<file path="src/rtl/pmf_pkg.sv">
package pmf_pkg;

  typedef enum logic [1:0] {ST_IDLE, ST_ARGS, ST_EXEC, ST_REPLY} fsm_e;
  typedef enum logic [1:0] {SRC_NONE, SRC_WORD, SRC_BYTE, SRC_ARGS} rsp_src_e;

  // framing rule pair: *_var set means a count byte travels on the wire
  typedef struct packed {
    logic       arg_var;
    logic [7:0] arg_n;
    logic       rsp_var;
    logic [7:0] rsp_n;
  } frame_t;

  localparam logic [7:0] OP_ECHO     = 8'h20;
  localparam logic [7:0] OP_SET_CLK  = 8'h30;
  localparam logic [7:0] OP_GET_CLK  = 8'h38;
  localparam logic [7:0] OP_SET_MASK = 8'h70;
  localparam logic [7:0] OP_GET_MASK = 8'h74;
  localparam logic [7:0] OP_GET_PEND = 8'h78;

  localparam logic [7:0] EVT_BITS = 8'h7C;
  localparam logic [7:0] TICK_BIT = 8'h80;

  function automatic frame_t frame_of(input logic [7:0] op);
    frame_t f;
    case (op)
      OP_ECHO:     f = '{arg_var: 1'b1, arg_n: 8'd0, rsp_var: 1'b1, rsp_n: 8'd0};
      OP_SET_CLK:  f = '{arg_var: 1'b0, arg_n: 8'd4, rsp_var: 1'b0, rsp_n: 8'd0};
      OP_GET_CLK:  f = '{arg_var: 1'b0, arg_n: 8'd0, rsp_var: 1'b0, rsp_n: 8'd4};
      OP_SET_MASK: f = '{arg_var: 1'b0, arg_n: 8'd1, rsp_var: 1'b0, rsp_n: 8'd0};
      OP_GET_MASK: f = '{arg_var: 1'b0, arg_n: 8'd0, rsp_var: 1'b0, rsp_n: 8'd1};
      OP_GET_PEND: f = '{arg_var: 1'b0, arg_n: 8'd0, rsp_var: 1'b0, rsp_n: 8'd1};
      default:     f = '{arg_var: 1'b1, arg_n: 8'd0, rsp_var: 1'b0, rsp_n: 8'd0};
    endcase
    return f;
  endfunction

endpackage

</file>
<file path="src/rtl/pmf_arg_buffer.sv">
module pmf_arg_buffer #(
  parameter int unsigned DEPTH = 128,
  localparam int unsigned AW = (DEPTH > 1) ? $clog2(DEPTH) : 1
) (
  input  logic          clk_i,
  input  logic          wr_en_i,
  input  logic [AW-1:0] wr_idx_i,
  input  logic [7:0]    wr_data_i,
  input  logic [AW-1:0] rd_idx_i,
  output logic [7:0]    rd_data_o,
  output logic [31:0]   head_word_o
);
  logic [7:0] mem [DEPTH];

  for (genvar i = 0; i < DEPTH; i++) begin : g_cell
    always_ff @(posedge clk_i) begin
      if (wr_en_i && (wr_idx_i == AW'(i))) mem[i] <= wr_data_i;
    end
  end

  assign rd_data_o   = mem[rd_idx_i];
  assign head_word_o = {mem[0], mem[1], mem[2], mem[3]};
endmodule

</file>
<file path="src/rtl/pmf_second_timer.sv">
module pmf_second_timer #(
  parameter int unsigned CLK_HZ = 50_000_000
) (
  input  logic        clk_i,
  input  logic        rst_ni,
  input  logic        load_i,
  input  logic [31:0] load_val_i,
  output logic [31:0] seconds_o,
  output logic        tick_o
);
  localparam int unsigned CNT_W = (CLK_HZ > 1) ? $clog2(CLK_HZ) : 1;
  localparam logic [CNT_W-1:0] LAST = CNT_W'(CLK_HZ - 1);

  logic [CNT_W-1:0] cnt_q;
  logic [31:0]      sec_q;

  assign tick_o    = (cnt_q == LAST) && !load_i;
  assign seconds_o = sec_q;

  always_ff @(posedge clk_i) begin
    if (!rst_ni) begin
      cnt_q <= '0;
      sec_q <= '0;
    end else if (load_i) begin
      cnt_q <= '0;
      sec_q <= load_val_i;
    end else if (cnt_q == LAST) begin
      cnt_q <= '0;
      sec_q <= sec_q + 32'd1;
    end else begin
      cnt_q <= cnt_q + 1'b1;
    end
  end
endmodule

</file>
<file path="src/rtl/pmf_irq_unit.sv">
module pmf_irq_unit
  import pmf_pkg::*;
(
  input  logic       clk_i,
  input  logic       rst_ni,
  input  logic [7:0] evt_i,
  input  logic       tick_i,
  input  logic       clr_en_i,
  input  logic [7:0] clr_bits_i,
  input  logic       mask_we_i,
  input  logic [7:0] mask_d_i,
  output logic [7:0] pend_o,
  output logic [7:0] mask_o,
  output logic       irq_o
);
  logic [7:0] pend_q, mask_q, set_bits, keep_bits;

  assign set_bits  = (evt_i & EVT_BITS) | (tick_i ? TICK_BIT : 8'h00);
  assign keep_bits = clr_en_i ? ~clr_bits_i : 8'hFF;

  always_ff @(posedge clk_i) begin
    if (!rst_ni) begin
      pend_q <= '0;
      mask_q <= '0;
    end else begin
      pend_q <= (pend_q & keep_bits) | set_bits;
      if (mask_we_i) mask_q <= mask_d_i;
    end
  end

  assign pend_o = pend_q;
  assign mask_o = mask_q;
  assign irq_o  = |(pend_q & mask_q);
endmodule

</file>
<file path="src/rtl/pmf_cmd_engine.sv">
module pmf_cmd_engine
  import pmf_pkg::*;
#(
  parameter int unsigned CLK_HZ    = 50_000_000,
  parameter int unsigned BUF_DEPTH = 128
) (
  input  logic       clk_i,
  input  logic       rst_ni,
  input  logic       cmd_valid_i,
  output logic       cmd_ready_o,
  input  logic [7:0] cmd_data_i,
  output logic       rsp_valid_o,
  input  logic       rsp_ready_i,
  output logic [7:0] rsp_data_o,
  input  logic [7:0] evt_pulse_i,
  output logic       irq_o
);
  localparam int unsigned IDX_W = $clog2(BUF_DEPTH + 1);
  localparam int unsigned AW    = (BUF_DEPTH > 1) ? $clog2(BUF_DEPTH) : 1;
  localparam logic [IDX_W-1:0] FULL = IDX_W'(BUF_DEPTH);

  fsm_e             state_q;
  logic [7:0]       op_q;
  logic             rsp_var_q;
  logic [7:0]       rsp_n_q;
  logic             need_len_q;
  logic [7:0]       remain_q;
  logic [IDX_W-1:0] kept_q;
  logic             hdr_q;
  logic [IDX_W-1:0] rsp_len_q;
  logic [IDX_W-1:0] rsp_pos_q;
  logic [31:0]      snap_q;
  rsp_src_e         src_q;

  frame_t      fr_in;
  logic        cmd_fire, rsp_fire, in_exec, buf_we;
  logic [7:0]  buf_rd;
  logic [31:0] head_word, seconds;
  logic        tick;
  logic [7:0]  irq_pend, irq_mask;
  logic [31:0] snap_d;
  rsp_src_e    src_d;

  assign fr_in       = frame_of(cmd_data_i);
  assign cmd_ready_o = (state_q == ST_IDLE) || (state_q == ST_ARGS);
  assign rsp_valid_o = (state_q == ST_REPLY);
  assign cmd_fire    = cmd_valid_i && cmd_ready_o;
  assign rsp_fire    = rsp_valid_o && rsp_ready_i;
  assign in_exec     = (state_q == ST_EXEC);
  assign buf_we      = cmd_fire && (state_q == ST_ARGS) && !need_len_q && (kept_q < FULL);

  pmf_arg_buffer #(.DEPTH(BUF_DEPTH)) u_args (
    .clk_i      (clk_i),
    .wr_en_i    (buf_we),
    .wr_idx_i   (kept_q[AW-1:0]),
    .wr_data_i  (cmd_data_i),
    .rd_idx_i   (rsp_pos_q[AW-1:0]),
    .rd_data_o  (buf_rd),
    .head_word_o(head_word)
  );

  pmf_second_timer #(.CLK_HZ(CLK_HZ)) u_timer (
    .clk_i     (clk_i),
    .rst_ni    (rst_ni),
    .load_i    (in_exec && (op_q == OP_SET_CLK)),
    .load_val_i(head_word),
    .seconds_o (seconds),
    .tick_o    (tick)
  );

  pmf_irq_unit u_irq (
    .clk_i     (clk_i),
    .rst_ni    (rst_ni),
    .evt_i     (evt_pulse_i),
    .tick_i    (tick),
    .clr_en_i  (in_exec && (op_q == OP_GET_PEND)),
    .clr_bits_i(irq_pend),
    .mask_we_i (in_exec && (op_q == OP_SET_MASK)),
    .mask_d_i  (head_word[31:24]),
    .pend_o    (irq_pend),
    .mask_o    (irq_mask),
    .irq_o     (irq_o)
  );

  // executor: pick what the reply streams from
  always_comb begin
    snap_d = '0;
    src_d  = SRC_NONE;
    case (op_q)
      OP_GET_CLK:  begin snap_d = seconds;          src_d = SRC_WORD; end
      OP_GET_MASK: begin snap_d = {24'd0, irq_mask}; src_d = SRC_BYTE; end
      OP_GET_PEND: begin snap_d = {24'd0, irq_pend}; src_d = SRC_BYTE; end
      OP_ECHO:     src_d = SRC_ARGS;
      default:     src_d = SRC_NONE;
    endcase
  end

  always_comb begin
    if (hdr_q) begin
      rsp_data_o = rsp_len_q[7:0];
    end else begin
      case (src_q)
        SRC_WORD: begin
          case (rsp_pos_q[1:0])
            2'd0:    rsp_data_o = snap_q[31:24];
            2'd1:    rsp_data_o = snap_q[23:16];
            2'd2:    rsp_data_o = snap_q[15:8];
            default: rsp_data_o = snap_q[7:0];
          endcase
        end
        SRC_BYTE: rsp_data_o = snap_q[7:0];
        SRC_ARGS: rsp_data_o = buf_rd;
        default:  rsp_data_o = 8'h00;
      endcase
    end
  end

  always_ff @(posedge clk_i) begin
    if (!rst_ni) begin
      state_q    <= ST_IDLE;
      op_q       <= '0;
      rsp_var_q  <= 1'b0;
      rsp_n_q    <= '0;
      need_len_q <= 1'b0;
      remain_q   <= '0;
      kept_q     <= '0;
      hdr_q      <= 1'b0;
      rsp_len_q  <= '0;
      rsp_pos_q  <= '0;
      snap_q     <= '0;
      src_q      <= SRC_NONE;
    end else begin
      case (state_q)
        ST_IDLE: if (cmd_fire) begin
          op_q       <= cmd_data_i;
          rsp_var_q  <= fr_in.rsp_var;
          rsp_n_q    <= fr_in.rsp_n;
          need_len_q <= fr_in.arg_var;
          remain_q   <= fr_in.arg_n;
          kept_q     <= '0;
          state_q    <= (fr_in.arg_var || (fr_in.arg_n != 8'd0)) ? ST_ARGS : ST_EXEC;
        end
        ST_ARGS: if (cmd_fire) begin
          if (need_len_q) begin
            need_len_q <= 1'b0;
            remain_q   <= cmd_data_i;
            if (cmd_data_i == 8'd0) state_q <= ST_EXEC;
          end else begin
            if (kept_q < FULL) kept_q <= kept_q + 1'b1;
            remain_q <= remain_q - 8'd1;
            if (remain_q == 8'd1) state_q <= ST_EXEC;
          end
        end
        ST_EXEC: begin
          rsp_pos_q <= '0;
          snap_q    <= snap_d;
          src_q     <= src_d;
          if (rsp_var_q) begin
            rsp_len_q <= (op_q == OP_ECHO) ? kept_q : '0;
            hdr_q     <= 1'b1;
            state_q   <= ST_REPLY;
          end else begin
            rsp_len_q <= IDX_W'(rsp_n_q);
            hdr_q     <= 1'b0;
            state_q   <= (rsp_n_q == 8'd0) ? ST_IDLE : ST_REPLY;
          end
        end
        default: if (rsp_fire) begin
          if (hdr_q) begin
            hdr_q <= 1'b0;
            if (rsp_len_q == '0) state_q <= ST_IDLE;
          end else begin
            rsp_pos_q <= rsp_pos_q + 1'b1;
            if (rsp_pos_q == rsp_len_q - 1'b1) state_q <= ST_IDLE;
          end
        end
      endcase
    end
  end
endmodule

</file>
<file path="config.mk">
export PLATFORM = sky130hd
export DESIGN_NAME = pmf_cmd_engine
export DESIGN_NICKNAME = d
export VERILOG_FILES = /design/src/rtl/pmf_pkg.sv /design/src/rtl/pmf_arg_buffer.sv /design/src/rtl/pmf_second_timer.sv /design/src/rtl/pmf_irq_unit.sv /design/src/rtl/pmf_cmd_engine.sv
export SDC_FILE = /design/constraint.sdc
export NUM_CORES = 1
export LEC_CHECK = 0
export BUFFER_PORTS_ARGS = -buffer_cell sky130_fd_sc_hd__buf_4
export CORE_UTILIZATION = 63
export DETAILED_ROUTE_END_ITERATION = 16
export GPL_TIMING_DRIVEN = 0
export PLACE_DENSITY = 0.83
export RECOVER_POWER = 25
export SYNTH_ARGS = -nofsm -noshare
export SYNTH_HDL_FRONTEND = slang
export SYNTH_SLANG_ARGS = --single-unit
</file>
<file path="constraint.sdc">
create_clock -name clk_i -period 3.25 [get_ports clk_i]
set_input_delay 0.4875 -clock clk_i [delete_from_list [all_inputs] [get_ports clk_i]]
set_output_delay 0.4875 -clock clk_i [all_outputs]
set_load 0.05 [all_outputs]
</file>
After elaboration in Yosys (flattened, before gate mapping)
Memories as Yosys holds them, arrays and structs flattened. A register that Yosys moved wholly into a read port is not among the register bits.
Index checks and enable logic that the tools add are counted.
{"block": "op_classes", "n_addsub": 6, "n_lt_le_gt_ge": 1, "eq_ne": 158, "n_mux": 682, "bitwise": 7, "n_reduce_logical": 291}
{"op": "2-to-1 mux 8 bit", "count": 141}
{"op": "OR reduction 8 bit", "count": 128}
{"op": "2-to-1 mux 7 bit", "count": 129}
{"op": "== test 7 bit (second input constant)", "count": 64}
{"op": "2-to-1 mux 1 bit", "count": 387}
{"op": "== test 7 x 6 -> 1 bit (second input constant)", "count": 32}
{"op": "logical AND 1 bit", "count": 137}
{"op": "== test 7 x 5 -> 1 bit (second input constant)", "count": 16}
{"op": "case mux 32 bit (3 select lines)", "count": 1}
{"op": "case mux 18 bit (5 select lines)", "count": 1}
{"op": "2-to-1 mux 32 bit", "count": 2}
{"op": "== test 7 x 4 -> 1 bit (second input constant)", "count": 8}
{"op": "== test 8 x 6 -> 1 bit (second input constant)", "count": 6}
{"op": "== test 8 x 7 -> 1 bit (second input constant)", "count": 6}
{"op": "case mux 8 bit (2 select lines)", "count": 3}
{"op": "case mux 8 bit (3 select lines)", "count": 2}
{"op": "adder 32 x 1 -> 32 bit (second input constant)", "count": 1}
{"op": "== test 7 x 3 -> 1 bit (second input constant)", "count": 4}
{"op": "adder 26 x 1 -> 26 bit (second input constant)", "count": 1}
{"op": "== test 26 bit (second input constant)", "count": 1}
{"op": "logical NOT 8 bit", "count": 3}
{"op": "2-to-1 mux 2 bit", "count": 12}
{"op": "adder 8 x 1 -> 8 bit (second input constant)", "count": 2}
{"op": "bitwise AND 8 bit", "count": 2}
{"op": "other kinds (32)", "count": 56}
{"block": "word_totals", "register_bits": 161, "mem_bits_rw": 1024, "input_bits": 20, "out_inout_bits": 11, "wordCells": 1162, "n_memories": 1}
{"memory": "u_args.mem", "depth": 128, "width": 8, "rd": 5, "rd_clocked_by_memory_dff": 1, "write_ports": 1, "line": "pmf_arg_buffer.sv:13", "source": "logic [7:0] mem [DEPTH];"}

Logic depth before layout (Yosys ltp)
{"block": "logic_depth", "ltp_word": 137, "mapped_depth": 10, "mapped_depth_nobuf": 8}

By module
Synthesis repeated with hierarchy kept, for this count alone.
{"block": "hier_totals", "hier_cells": 2586, "hier_area_um2": 47611.9}
{"mod": "pmf_arg_buffer", "instances": 1, "cells_per_inst": 1645, "area_per_inst_um2": 39603.0, "seq_area_each_um2": 30749.5}
{"mod": "pmf_cmd_engine", "instances": 1, "cells_per_inst": 491, "area_per_inst_um2": 4170.2, "seq_area_each_um2": 1621.6}
{"mod": "pmf_second_timer", "instances": 1, "cells_per_inst": 395, "area_per_inst_um2": 3221.8, "seq_area_each_um2": 1161.1}
{"mod": "pmf_irq_unit", "instances": 1, "cells_per_inst": 55, "area_per_inst_um2": 616.8, "seq_area_each_um2": 320.3}

Worst setup path after synthesis
OpenSTA, ideal clock, no wires.
{"block": "synth_path", "path_kind": "reg-to-output", "startpoint": "reg with a tool-made name", "endpoint": "out rsp_data_o[6]", "arrival_ns": 2.804, "t_required_ns": 2.762, "path_slack_ns": -0.041, "stages_incl_launch_ff": 11, "n_path_buf": 4, "cell_sequence": "dfxtp_1 -> buf_2 -> buf_2 -> buf_2 -> buf_2 -> nand3b_1 -> o22ai_1 -> a311oi_1 -> a2bb2oi_1 -> nand4_1 -> o221ai_1"}
{"element": "to (decl)", "line": "pmf_cmd_engine.sv:14", "source": "output logic [7:0] rsp_data_o,"}

==> reports/metrics.cfg <==
[timing]
worst_slack_ns=-0.883
max_clock_freq_mhz=242
tightest_slew_ns=3.51
period_share=1.27
setup_viol_count_final=87
slew_headroom=-1.34
min_period_ns=4.13
slew_violations=463
hold_viol=0
fin_tns_setup_ns=-11.53
rsz0062_at_grt=true
skew_ns=0.0347

[synth]
yosys.area.top_type_share=0.647
synth_ff_type=edfxtp_1
async_flop_share=0
synth_nets=2947
synth_cell_types=66
yosysWarnings=0
synth_edf_count=1024
syn_area_per_cell_sq_um=16.3
synth_area_leaders=edfxtp_1, mux4_2, dfxtp_1
syn_area_sq_mm=0.0475
ys_seq_area_frac=0.715
yosys-top-cells-count=edfxtp_1, nor2_1, mux2i_1, mux4_2, dfxtp_1
synth.most_common_cell=edfxtp_1
synth_area_leader_cell=edfxtp_1
syn_inst=2913
ys_ff_latch=1186

[clock_network]
path_clk_slew_ns=0.06
cts_buffers=113
cts_root_buf=clkbuf_16
cts_max_path_buffers=3
clock_latency_ns=0.70
cts_tree=built
cts_htree_levels=3
cts.sinks=1186

[floorplanning]
initial_core_util=0.637
die-area_sq_mm=0.0766
num_io_pins=31
die_h_um=277
core_area_sq_mm=0.0746
die_w_um=277
rows=100

[critical_path]
critical_path_class=flop to output pin
path_max_fanout=10
endpoint_kind=output pin
worstPathRequired_ns=2.76
reg2reg_depth=4
cp-start-kind=flop
arrival_ns=3.65

[finish]
drive_gt1_frac=0.256
nets=3125
syn_to_final_growth_pct=16.7
utilization=0.744

[power_and_ir_drop]
design_power_total_uw=31100
ir_drop_mv=0.610
power.leakage_uw=0.0166
power.density_mw_per_mm2=560

[place]
numPortBuffers=27
place.gp.congestion=1.01
post-place-ws_ns=-1.86
dp_hpwl_mm=84.6

[grt]
antenna_found_initial=3
grt_pass1_vias=29968
grt_first_pass_wirelength_mm=204
grt_usage=0.372
grt_max_degree=136
grt_overflow_total=0

[status]
violations=max-capacitance violations, max-slew violations, negative setup slack
status=finished, violations left

[route]
wl_per_cell_um=35.1
drtPass1Iterations=6
drcViolationCount=0
ant_nets=0
drt_iter0_drc=4872
vias_per_cell=7.45
vias=30895
drt_wl_total_mm=146

[flow_run]
max_cap_violations=6

[hold_path]
min_path_cells=3
hp-class=primary input to flop

==> cell type report <==
cell class | instances | area (sq um)
well taps | 969 | 1210
clock buffers | 140 | 2980
multi-input cells | 1534 | 14500
fillers | 3956 | 19100
flip-flops and latches | 1186 | 34000
repair buffers | 67 | 618
diodes | 2 | 5.00
inverters | 25 | 93.8
clock inverters | 62 | 598
plain buffers | 164 | 1480
==> registers in the layout, summed over array words and instances (netlist names), named ones only <==
name / flops
u_args.mem: 1024
snap_q: 32
u_timer.seconds_o: 32
u_timer.cnt_q: 26
kept_q: 8
op_q: 8
remain_q: 8
rsp_len_q: 8
rsp_pos_q: 8
u_irq.mask_o: 8
u_irq.pend_o: 8
rsp_n_q: 2
src_q: 2
state_q: 2
hdr_q: 1
need_len_q: 1
rsp_var_q: 1
==> where the power goes <==
part	leakage [uW]	switching, uW	internal, uW	total (uW)
clock network	0.00175	5730	7350	13100
logic	0.00437	896	478	1370
registers	0.0105	49.9	16600	16600
total	0.0166	6680	24400	31100
==> worst paths after layout <==
kind                   from            endpoint  slack, ns
max                    flop       rsp_data_o[2]      -0.88
min          evt_pulse_i[4]     u_irq.pend_o[4]       0.03
max reg2reg       kept_q[4]  u_args.mem[115][2]      -0.09
min reg2reg         op_q[5]             op_q[5]       0.49
==> repair_timing <==
action / CTS / global route
pin swaps: 44 / 24
hold endpoints to repair: 0 / 0
setup endpoints to repair: 1032 / 1053
gates resized for setup: 565 / 84
buffers inserted: 16 / 17
hold buffers: 0 / 0
gates cloned: 2 / 0
==> metrics by stage <==
stage	instances	hold slack, ns	area, sq um
floorplan	2913	0.430	47600
global placement	3909	0.443	49000
detailed placement	3909	0.465	49000
CTS	4125	0.00769	54900
global route	4147	0.0462	55500
finish	4149	0.0282	55500
==> logic make-up after synthesis <==
family	count (synthesis)	share of synthesized area
buffers and inverters	193	0.0167
and+or+nand+nor	616	0.0610
adders and majority gates	14	0.00368
AOI/OAI and AO/OA	460	0.0667
xor gates and xnor gates	73	0.0134
DFF	1186	0.715
muxes	371	0.123
==> critical path, cell delays in order (launching register included) <==
cell	delay (ns)
dfxtp_2	0.37
buf_12	0.15
buf_12	0.17
nand2_2	0.14
buf_6	0.21
o221ai_4	0.27
a21oi_4	0.14
nor4_4	0.53
nand4_1	0.43
o221ai_2	0.34
buf_6	0.20
==> placed cells by master (no fill, tap or decap), types with 22 or more instances in the layout <==
cell type | netlist | routed
edfxtp_1 | 1024 | 1024
mux4_2 | 169 | 169
dfxtp_1 | 162 | 157
mux2i_1 | 171 | 156
nor2_1 | 258 | 140
clkbuf_16 | 0 | 118
nand2_1 | 115 | 113
clkbuf_1 | 98 | 89
a21oi_1 | 104 | 85
nor2_2 | 0 | 67
o21ai_0 | 74 | 65
a22oi_1 | 65 | 54
buf_4 | 1 | 51
nor2_4 | 0 | 51
xnor2_1 | 48 | 48
a22o_1 | 46 | 46
nand3_1 | 65 | 39
mux2_2 | 31 | 31
o221ai_2 | 0 | 29
nand4_1 | 29 | 29
nor3_1 | 27 | 27
buf_12 | 0 | 25
xor2_1 | 25 | 25
a211oi_1 | 32 | 24
buf_6 | 0 | 24
inv_1 | 22 | 22
clkinv_1 | 1 | 22
clkinv_2 | 0 | 22
==> layer usage <==
layer  wire length, um  up-vias  share of wire  track usage
li1                  -    11965              -            -
met1             47900    15292           0.33        0.472
met2             66400     2902           0.46        0.575
met3             19900      732           0.14        0.112
met4             11300        4          0.078        0.218
met5                21        -        0.00014            0
Note: power is estimated with default switching activity, not from simulation.
